`src/rtl/lss_pkg.sv`:
```
package lss_pkg;

  typedef enum logic [0:0] {ST_WAIT, ST_RUN} seq_state_e;

  function automatic int unsigned rate_hz(input int unsigned idx);
    case (idx)
      0:  return 36_000;
      1:  return 64_000;
      2:  return 77_000;
      3:  return 93_000;
      4:  return 112_000;
      5:  return 141_000;
      6:  return 170_000;
      7:  return 214_000;
      8:  return 284_000;
      9:  return 345_000;
      10: return 435_000;
      11: return 588_000;
      12: return 909_000;
      13: return 1_000_000;
      14: return 1_250_000;
      default: return 1_670_000;
    endcase
  endfunction

  function automatic int unsigned wait_us(input int unsigned idx);
    case (idx)
      0:  return 5;
      1:  return 150;
      2:  return 300;
      3:  return 600;
      4:  return 900;
      5:  return 1200;
      6:  return 2400;
      7:  return 3000;
      8:  return 3750;
      9:  return 4500;
      10: return 6000;
      11: return 7600;
      12: return 9000;
      13: return 10400;
      14: return 14900;
      default: return 19930;
    endcase
  endfunction

  // nearest whole count of system cycles per half period
  function automatic int unsigned half_cycles(input int unsigned sys_hz, input int unsigned idx);
    return (sys_hz + rate_hz(idx)) / (2 * rate_hz(idx));
  endfunction

  function automatic longint unsigned wait_cycles(input int unsigned sys_hz, input int unsigned idx);
    return longint'(wait_us(idx)) * longint'(sys_hz / 1_000_000);
  endfunction

endpackage

```
`src/rtl/lss_down_cnt.sv`:
```
module lss_down_cnt #(
  parameter int W = 8
) (
  input  logic         clk_i,
  input  logic         rst_ni,
  input  logic         load_i,
  input  logic [W-1:0] load_val_i,
  output logic         zero_o
);
  logic [W-1:0] cnt_q;

  always_ff @(posedge clk_i or negedge rst_ni) begin
    if (!rst_ni)             cnt_q <= '0;
    else if (load_i)         cnt_q <= load_val_i;
    else if (cnt_q != '0)    cnt_q <= cnt_q - W'(1);
  end

  assign zero_o = (cnt_q == '0);
endmodule

```
`src/rtl/lss_sel_lut.sv`:
```
module lss_sel_lut
  import lss_pkg::*;
#(
  parameter int unsigned SYS_HZ = 200_000_000,
  parameter int          HW     = 12,
  parameter int          WW     = 22
) (
  input  logic [3:0]    rate_idx_i,
  input  logic [3:0]    wait_idx_i,
  output logic [HW-1:0] half_m1_o,
  output logic [WW-1:0] wait_m1_o
);
  localparam int NSEL = 16;

  logic [HW-1:0] half_tab [NSEL];
  logic [WW-1:0] wait_tab [NSEL];

  for (genvar i = 0; i < NSEL; i++) begin : g_tab
    assign half_tab[i] = HW'(half_cycles(SYS_HZ, i) - 1);
    assign wait_tab[i] = WW'(wait_cycles(SYS_HZ, i) - 1);
  end

  assign half_m1_o = half_tab[rate_idx_i];
  assign wait_m1_o = wait_tab[wait_idx_i];
endmodule

```
`src/rtl/lin_sensor_seq.sv`:
```
module lin_sensor_seq
  import lss_pkg::*;
#(
  parameter int unsigned SYS_HZ = 200_000_000,
  parameter int          PULSES = 133
) (
  input  logic       clk_i,
  input  logic       rst_ni,
  input  logic [3:0] rate_sel_i,
  input  logic [3:0] wait_sel_i,
  output logic       start_pulse_o,
  output logic       pix_clk_o,
  output logic       range_warn_o,
  output logic       frame_done_o
);
  localparam int unsigned     HALF_MAX = half_cycles(SYS_HZ, 0);
  localparam longint unsigned WAIT_MAX = wait_cycles(SYS_HZ, 15);
  localparam int HW      = $clog2(HALF_MAX + 1);
  localparam int WW      = $clog2(WAIT_MAX + 1);
  // half phases: 0,1 start pulse; 2 gap; odd phases from 3 are clock high
  localparam int LAST_PH = 2 * PULSES + 1;
  localparam int PW      = $clog2(LAST_PH + 1);

  seq_state_e    state_q;
  logic [PW-1:0] phase_q;
  logic [3:0]    rate_q, wait_q;
  logic          done_q;
  logic          half_zero, wait_zero;
  logic          start, run_end, half_load;
  logic [HW-1:0] half_m1;
  logic [WW-1:0] wait_m1;

  assign start     = (state_q == ST_WAIT) && wait_zero;
  assign run_end   = (state_q == ST_RUN) && half_zero && (phase_q == PW'(LAST_PH));
  assign half_load = start || ((state_q == ST_RUN) && half_zero && !run_end);

  lss_sel_lut #(.SYS_HZ(SYS_HZ), .HW(HW), .WW(WW)) i_lut (
    .rate_idx_i (start ? rate_sel_i : rate_q),
    .wait_idx_i (wait_q),
    .half_m1_o  (half_m1),
    .wait_m1_o  (wait_m1)
  );

  lss_down_cnt #(.W(HW)) i_half_cnt (
    .clk_i, .rst_ni,
    .load_i     (half_load),
    .load_val_i (half_m1),
    .zero_o     (half_zero)
  );

  lss_down_cnt #(.W(WW)) i_wait_cnt (
    .clk_i, .rst_ni,
    .load_i     (run_end),
    .load_val_i (wait_m1),
    .zero_o     (wait_zero)
  );

  always_ff @(posedge clk_i or negedge rst_ni) begin
    if (!rst_ni) begin
      state_q <= ST_WAIT;
      phase_q <= '0;
      rate_q  <= '0;
      wait_q  <= '0;
      done_q  <= 1'b0;
    end else begin
      done_q <= run_end;
      if (start) begin
        state_q <= ST_RUN;
        phase_q <= '0;
        rate_q  <= rate_sel_i;
        wait_q  <= wait_sel_i;
      end else if (state_q == ST_RUN && half_zero) begin
        if (run_end) state_q <= ST_WAIT;
        else         phase_q <= phase_q + PW'(1);
      end
    end
  end

  assign start_pulse_o = (state_q == ST_RUN) && (phase_q < PW'(2));
  assign pix_clk_o     = (state_q == ST_RUN) && phase_q[0] && (phase_q >= PW'(3));
  assign frame_done_o  = done_q;
  assign range_warn_o  = (rate_sel_i == 4'd0) || (rate_sel_i >= 4'd14);

  assert_si_clk_excl_R9: assert property (@(posedge clk_i) disable iff (!rst_ni)
    !(start_pulse_o && pix_clk_o));

  assert_done_single_R6: assert property (@(posedge clk_i) disable iff (!rst_ni)
    frame_done_o |=> !frame_done_o);

  assert_done_on_fall_R6: assert property (@(posedge clk_i) disable iff (!rst_ni)
    frame_done_o |-> (!pix_clk_o && $past(pix_clk_o)));

  assert_quiet_wait_R5: assert property (@(posedge clk_i) disable iff (!rst_ni)
    (state_q == ST_WAIT) |-> (!pix_clk_o && !start_pulse_o));

  assert_sel_held_R8: assert property (@(posedge clk_i) disable iff (!rst_ni)
    (state_q == ST_RUN && $past(state_q == ST_RUN)) |-> ($stable(rate_q) && $stable(wait_q)));
endmodule

```
`config.mk`:
```
export PLATFORM = sky130hd
export DESIGN_NAME = lin_sensor_seq
export DESIGN_NICKNAME = d
export VERILOG_FILES = /design/src/rtl/lss_pkg.sv /design/src/rtl/lss_down_cnt.sv /design/src/rtl/lss_sel_lut.sv /design/src/rtl/lin_sensor_seq.sv
export SDC_FILE = /design/constraint.sdc
export NUM_CORES = 1
export LEC_CHECK = 0
export BUFFER_PORTS_ARGS = -buffer_cell sky130_fd_sc_hd__buf_2
export CORE_ASPECT_RATIO = 1.75
export CORE_UTILIZATION = 60
export CTS_CLUSTER_SIZE = 10
export DETAILED_ROUTE_END_ITERATION = 16
export GPL_ROUTABILITY_DRIVEN = 0
export PLACE_DENSITY = 0.78
export RECOVER_POWER = 50
export SYNTH_ARGS = -nofsm -noshare
export SYNTH_HDL_FRONTEND = slang
export SYNTH_HIERARCHICAL = 1
export SYNTH_SLANG_ARGS = --single-unit
export TNS_END_PERCENT = 30
```
`constraint.sdc`:
```
create_clock -name clk_i -period 6.6 [get_ports clk_i]
set_input_delay 0 -clock clk_i [delete_from_list [all_inputs] [get_ports clk_i]]
set_output_delay 0 -clock clk_i [all_outputs]
set_load 0.02 [all_outputs]
```
## Yosys cells after proc, flatten, opt, wreduce, memory -nomap -nowiden

Memory sizes are Yosys's and may differ from the RTL's.
Cells that the tools add are included.

| storage, ports and cells | value |
|---|---|
| memories | 2 |
| logic and storage cells | 58 |
| bits in registers | 53 |
| ROM bits | 544 |
| output and inout bits | 4 |
| input port bits | 10 |

| cells by class | value |
|---|---|
| bitwise logic cells | 3 |
| magnitude comparators | 5 |
| equal/unequal tests | 2 |
| add/sub/neg operators | 3 |
| muxes and demuxes | 15 |
| reductions and logical operators | 21 |

Memory list:

| memory | depth | bits a word | rd ports | clocked after memory_dff | write ports | RTL line | RTL |
|---|---|---|---|---|---|---|---|
| (name not given) | 16 | 22 | 1 | 0 | 0 | lss_sel_lut.sv:24 | `assign wait_m1_o = wait_tab[wait_idx_i];` |
| (name not given) | 16 | 12 | 1 | 0 | 0 | lss_sel_lut.sv:23 | `assign half_m1_o = half_tab[rate_idx_i];` |

Operator list:

| cell | number |
|---|---|
| $mux W22 | 4 |
| $mux W12 | 4 |
| $mux W9 | 3 |
| $logic_not A22 Y1 | 1 |
| $reduce_bool A22 Y1 | 1 |
| $sub A22 B1 Y22 const B | 1 |
| $logic_not A12 Y1 | 1 |
| $reduce_bool A12 Y1 | 1 |
| $sub A12 B1 Y12 const B | 1 |
| $ge A5 B5 Y1 const B | 2 |
| $not A4 Y5 | 2 |
| $add A9 B1 Y9 const B | 1 |
| $eq A9 B9 Y1 const B | 1 |
| $ge A9 B2 Y1 const B | 1 |
| $lt A9 B2 Y1 const B | 1 |
| $reduce_bool A2 Y1 | 4 |
| $logic_and A1 B1 Y1 | 7 |
| $ge A4 B4 Y1 const B | 1 |
| $logic_not A4 Y1 | 1 |
| $mux W4 | 1 |
| $reduce_and A2 Y1 | 2 |
| $mux W1 | 3 |
| $logic_or A1 B1 Y1 | 2 |
| $ne A2 B2 Y1 const B | 1 |
| other kinds (2) | 2 |

## Depth between registers and ports, before layout

| logic depth | value |
|---|---|
| word-level depth | 8 |
| mapped depth | 18 |
| mapped depth without buffers | 15 |

## Modules after synthesis

The synthesis kept the hierarchy.

By module, submodules not included:

| module | area each (um2) | sequential area each (um2) | cells each | instances |
|---|---|---|---|---|
| lss_down_cnt at i_wait_cnt | 1362.6 | 550.5 | 150 | 1 |
| lin_sensor_seq | 928.4 | 475.5 | 101 | 1 |
| lss_sel_lut | 874.6 | 0.0 | 132 | 1 |
| lss_down_cnt at i_half_cnt | 730.7 | 300.3 | 72 | 1 |

## Least setup slack after synthesis

No wires, ideal clock.

| timing | value |
|---|---|
| kind | register -> register |
| from | register i_wait_cnt.cnt_q[0] |
| to | register i_half_cnt.cnt_q[5] |
| arrival | 3.605 ns |
| path buffers | 3 |
| setup slack | 2.874 ns |
| required time | 6.479 ns |
| cell stages (with the launch flop) | 16 |
| period minus slack after synthesis | 3.726 ns |
| library setup time | 0.121 ns |
| path through | dfrtp_1 -> inv_1 -> ha_1 -> or4b_4 -> buf_6 -> or4_4 -> buf_6 -> nor2_1 -> and2b_1 -> buf_4 -> nand2_1 -> nand2_1 -> inv_1 -> ha_1 -> mux4_2 -> a22o_1 |

| on the way | value |
|---|---|
| longest elaborated chain between the ends | 8 |
| elaborated cells on any way between the ends | 10 |
| those cells by class | 4 x mux; 1 x bitwise; 4 x reduce/logical; 1 x memory |

Ends and longest elaborated chain:

| element | RTL line | RTL |
|---|---|---|
| start: declaration | lss_down_cnt.sv:10 | `logic [W-1:0] cnt_q;` |
| start signal: assignment | lss_down_cnt.sv:14 | `else if (load_i) cnt_q <= load_val_i;` |
| start signal: assignment | lss_down_cnt.sv:15 | `else if (cnt_q != '0) cnt_q <= cnt_q - W'(1);` |
| $logic_not A22 Y1 | lss_down_cnt.sv:18 | `assign zero_o = (cnt_q == '0);` |
| via wait_zero | lin_sensor_seq.sv:28 | `logic half_zero, wait_zero;` |
| $logic_and A1 B1 Y1 | lin_sensor_seq.sv:33 | `assign start = (state_q == ST_WAIT) && wait_zero;` |
| $mux W4 | lin_sensor_seq.sv:38 | `.rate_idx_i (start ? rate_sel_i : rate_q),` |
| $not A4 Y5 (not written as such) | lss_sel_lut.sv:23 |  |
| $mem_v2 Z16 W12 | - |  |
| $mux W12 (not written as such) (2 in a row) | lss_sel_lut.sv:23 |  |
| via half_m1[5] | lin_sensor_seq.sv:30 | `logic [HW-1:0] half_m1;` |
| $mux W12 | lss_down_cnt.sv:14 |  |
| end signal: assignment | lss_down_cnt.sv:14 |  |
| end signal: assignment | lss_down_cnt.sv:15 |  |
| end: declaration | lss_down_cnt.sv:10 |  |

The timed path passes the listed nets, and every way through them passes these cells. The select of a mux whose other input is x is not followed.
A chain may end at the register's enable or synchronous reset.

## Worst setup path after layout

Same ends and word-level chain as after synthesis.

==> results.sh <==
export IMPL_fin_area_sq_um=4070
export IMPL_setup_viol=0
export IMPL_tightest_slew_ns=2.94
export IMPL_layout_drive_gt1_share=0.0939
export IMPL_ant_nets=0
export IMPL_viasPerCell=6.25
export IMPL_post_cts_setup_buffer_count=0
export IMPL_worst_path_max_fanout=14
export IMPL_fp_dieW_microns=62.9
export IMPL_arrival_ns=4.28
export IMPL_ys_seq_area_frac=0.340
export IMPL_core_area_sq_um=6230
export IMPL_worst_clock_skew_ns=0.00752
export IMPL_final_core_util=0.653
export IMPL_muxShareOfSynthArea=0.0379
export IMPL_synth_simple_area_share=0.253
export IMPL_finalHoldViolations=0
export IMPL_synth_top_family_by_area="simple AND/OR/NAND/NOR gates"
export IMPL_r2r_setup_slack_ns=2.54
export IMPL_globalRouteOverflowTotal=0
export IMPL_post_cts_resized=0
export IMPL_synth_edff_count=0
export IMPL_clock_latency_ns=0.32
export IMPL_rsz0062_at_grt="no"
export IMPL_ys_async_sr_fraction=1.00
export IMPL_worstSetupEndpointType="flip-flop"
export IMPL_synth_fa_ha_area_frac=0.0706
export IMPL_io_pin_count=14
export IMPL_slowest_delay_ns=0.57
export IMPL_dr_first_iter_drc_count=235
export IMPL_crit_chain="inv_1 -> ha_1 -> or4b_4 -> or4_4 -> nor2_1 -> and2b_1 -> nand2_1 -> nand2_1 -> inv_1 -> ha_1 -> mux4_2 -> a22o_1"
export IMPL_wirelength_mm=9.46
export IMPL_drtPass1Iterations=4
export IMPL_fin_crit_ns=4.06
export IMPL_syn_area_sq_um=3900
export IMPL_grt_pass1_wl_mm=15.9
export IMPL_clkSlewWorstSetupHoldPaths_ns=0.10
export IMPL_antenna_cells=0
export IMPL_hp_class="in -> reg"
export IMPL_syn_inst=455
export IMPL_nets=489
export IMPL_port_buffers=13
export IMPL_num_rows=38
export IMPL_final_cells=538
export IMPL_period_share=0.615
export IMPL_p_per_area_nw_per_um2=336
export IMPL_routedWlPerCell_microns=17.6
export IMPL_cts_tree="yes"
export IMPL_synth_top_cell_area_share=0.340
export IMPL_synthFlopType="dfrtp_1"
export IMPL_cts_sinks=53
export IMPL_status="complete, but fails checks"
export IMPL_cp_required_ns=6.82
export IMPL_start_util=0.626
export IMPL_vias=3361
export IMPL_leakagePower_uw=0.00171
export IMPL_synth_xor_area_share=0.0405
export IMPL_criticalPathCategory="reg -> reg"
export IMPL_die_y_microns=109
export IMPL_timing_hold_ws_ns=0.0923
export IMPL_startpoint_type="flip-flop"
export IMPL_violations="max-capacitance violations, max-slew violations"
export IMPL_place_area_sq_um=3930
export IMPL_synth_area_leaders="dfrtp_1 (34%), nand2_1 (7.3%), ha_1 (7.1%)"
export IMPL_die_area_sq_um=6830
export IMPL_maxSlewViolCount=54
export IMPL_root_buffer="clkbuf_8"
export IMPL_vdd_drop_max_mv=0.207
export IMPL_track_usage=0.307
export IMPL_cts_buffers=5
export IMPL_syn_area_per_cell_sq_um=8.56
export IMPL_synth_compound_area_frac=0.195
export IMPL_yosys_top_cells_count="nand2_1 (76), dfrtp_1 (53), o21ai_0 (26), a21oi_1 (23)"
export IMPL_ys_types=66
export IMPL_max_freq_ghz=0.246
export IMPL_yosysWarnings=6
export IMPL_hpwl_mm=6.80
export IMPL_post_synth_top_area_cell="dfrtp_1"
export IMPL_grt_pass1_vias=3374
export IMPL_yosysMostFrequentCell="nand2_1"
export IMPL_grt_max_degree=54
export IMPL_drc_errors=0
export IMPL_antenna_found_initial=0
export IMPL_fin_setup_tns_ns=0
export IMPL_yosys_register_bits=53
export IMPL_maxCapViolations=1
export IMPL_cts_buffer_depth=2
export IMPL_cts_htree_levels=2
export IMPL_area_growth_pct=4.46
export IMPL_crit_path_top_delay_cell="or4_4"
export IMPL_relSlewSlack=-0.957
export IMPL_dp_cells=525
==> layout by cell type, fill, tap and decap left out, types with 10 or more instances in the layout <==
| cell | count |
|---|---|
| xnor2_1 | 16 |
| nor2_1 | 21 |
| buf_2 | 11 |
| nand2_1 | 76 |
| o21ai_0 | 26 |
| dfrtp_1 | 53 |
| ha_1 | 22 |
| o31ai_1 | 14 |
| a21oi_1 | 23 |
| inv_1 | 19 |
| nor3_1 | 13 |
| o21ai_1 | 10 |
==> per-stage QoR <==
stage               total power, uW  setup WS [ns]
global route                   1470           2.20
CTS                            1370           2.55
global placement               1140           2.70
finish                         1370           2.54
detailed placement             1150           2.56
floorplan                      1030           2.87
==> metal layers <==
metal  track usage  vias to the layer above  wire length (microns)
met4         0.199                        0                    551
met5             0                        -                      0
met3        0.0401                       36                    224
li1              -                     1639                      -
met2         0.589                       78                   5270
met1         0.300                     1608                   3420
==> state kept, by name, indices dropped and copies added (netlist names) <==
register          cells
wait_q                4
rate_q                4
i_half_cnt/cnt_q     12
state_q               1
frame_done_o          1
phase_q               9
i_wait_cnt/cnt_q     22
==> timing repair <==
action                     in CTS  in global routing
hold buffers                    5                  0
setup endpoints to repair       0                  0
hold endpoints to repair       57                  0
==> kinds of logic (layout without fill, tap and decap cells) <==
family | count (synthesis) | in the layout
other cells | 1 | 3
compound gates | 116 | 116
mux | 12 | 12
xor+xnor | 18 | 18
buf+inv | 48 | 49
fa+ha+maj | 22 | 22
simple gates | 185 | 185
flops | 53 | 53
==> final timing paths <==
path,start,cells after the start,to
max,i_wait_cnt/cnt_q[0]$_DFFE_PN0P_,12,i_half_cnt/cnt_q[5]$_DFFE_PN0P_
min,rate_sel_i[0],3,rate_q[0]$_DFF_PN0_
max reg2reg,i_wait_cnt/cnt_q[0]$_DFFE_PN0P_,12,i_half_cnt/cnt_q[5]$_DFFE_PN0P_
min reg2reg,phase_q[6]$_DFFE_PN0P_,1,phase_q[6]$_DFFE_PN0P_
max in group asynchronous,rst_ni,3,i_wait_cnt/cnt_q[4]$_DFFE_PN0P_
min in group asynchronous,rst_ni,3,wait_q[0]$_DFFE_PN0P_
==> worst max-delay path, delay by kind of cell (launching register included) <==
family / cells / cell delay [ns]
simple gates: 6 / 2.08
fa+ha+maj: 2 / 0.49
mux: 1 / 0.49
flops: 1 / 0.42
buf+inv: 2 / 0.24
compound gates: 1 / 0.24
==> final cells by class <==
type                            instances  area (sq um)
Inverter                               21          78.8
Clock inverter                          1          5.00
Timing Repair Buffer                   20           124
Sequential cell                        53          1330
Fill cell                             558          2160
Tap cell                               80           100
Clock buffer                            7          96.3
Multi-Input combinational cell        356          2340
==> power breakdown <==
part / internal [uW] / leakage [uW] / switching [uW]
registers: 427 / 0.000661 / 158
clock network: 95.2 / 0.0000542 / 113
logic: 258 / 0.000997 / 315
total: 781 / 0.00171 / 587
Power figures use the tool's default switching activity.
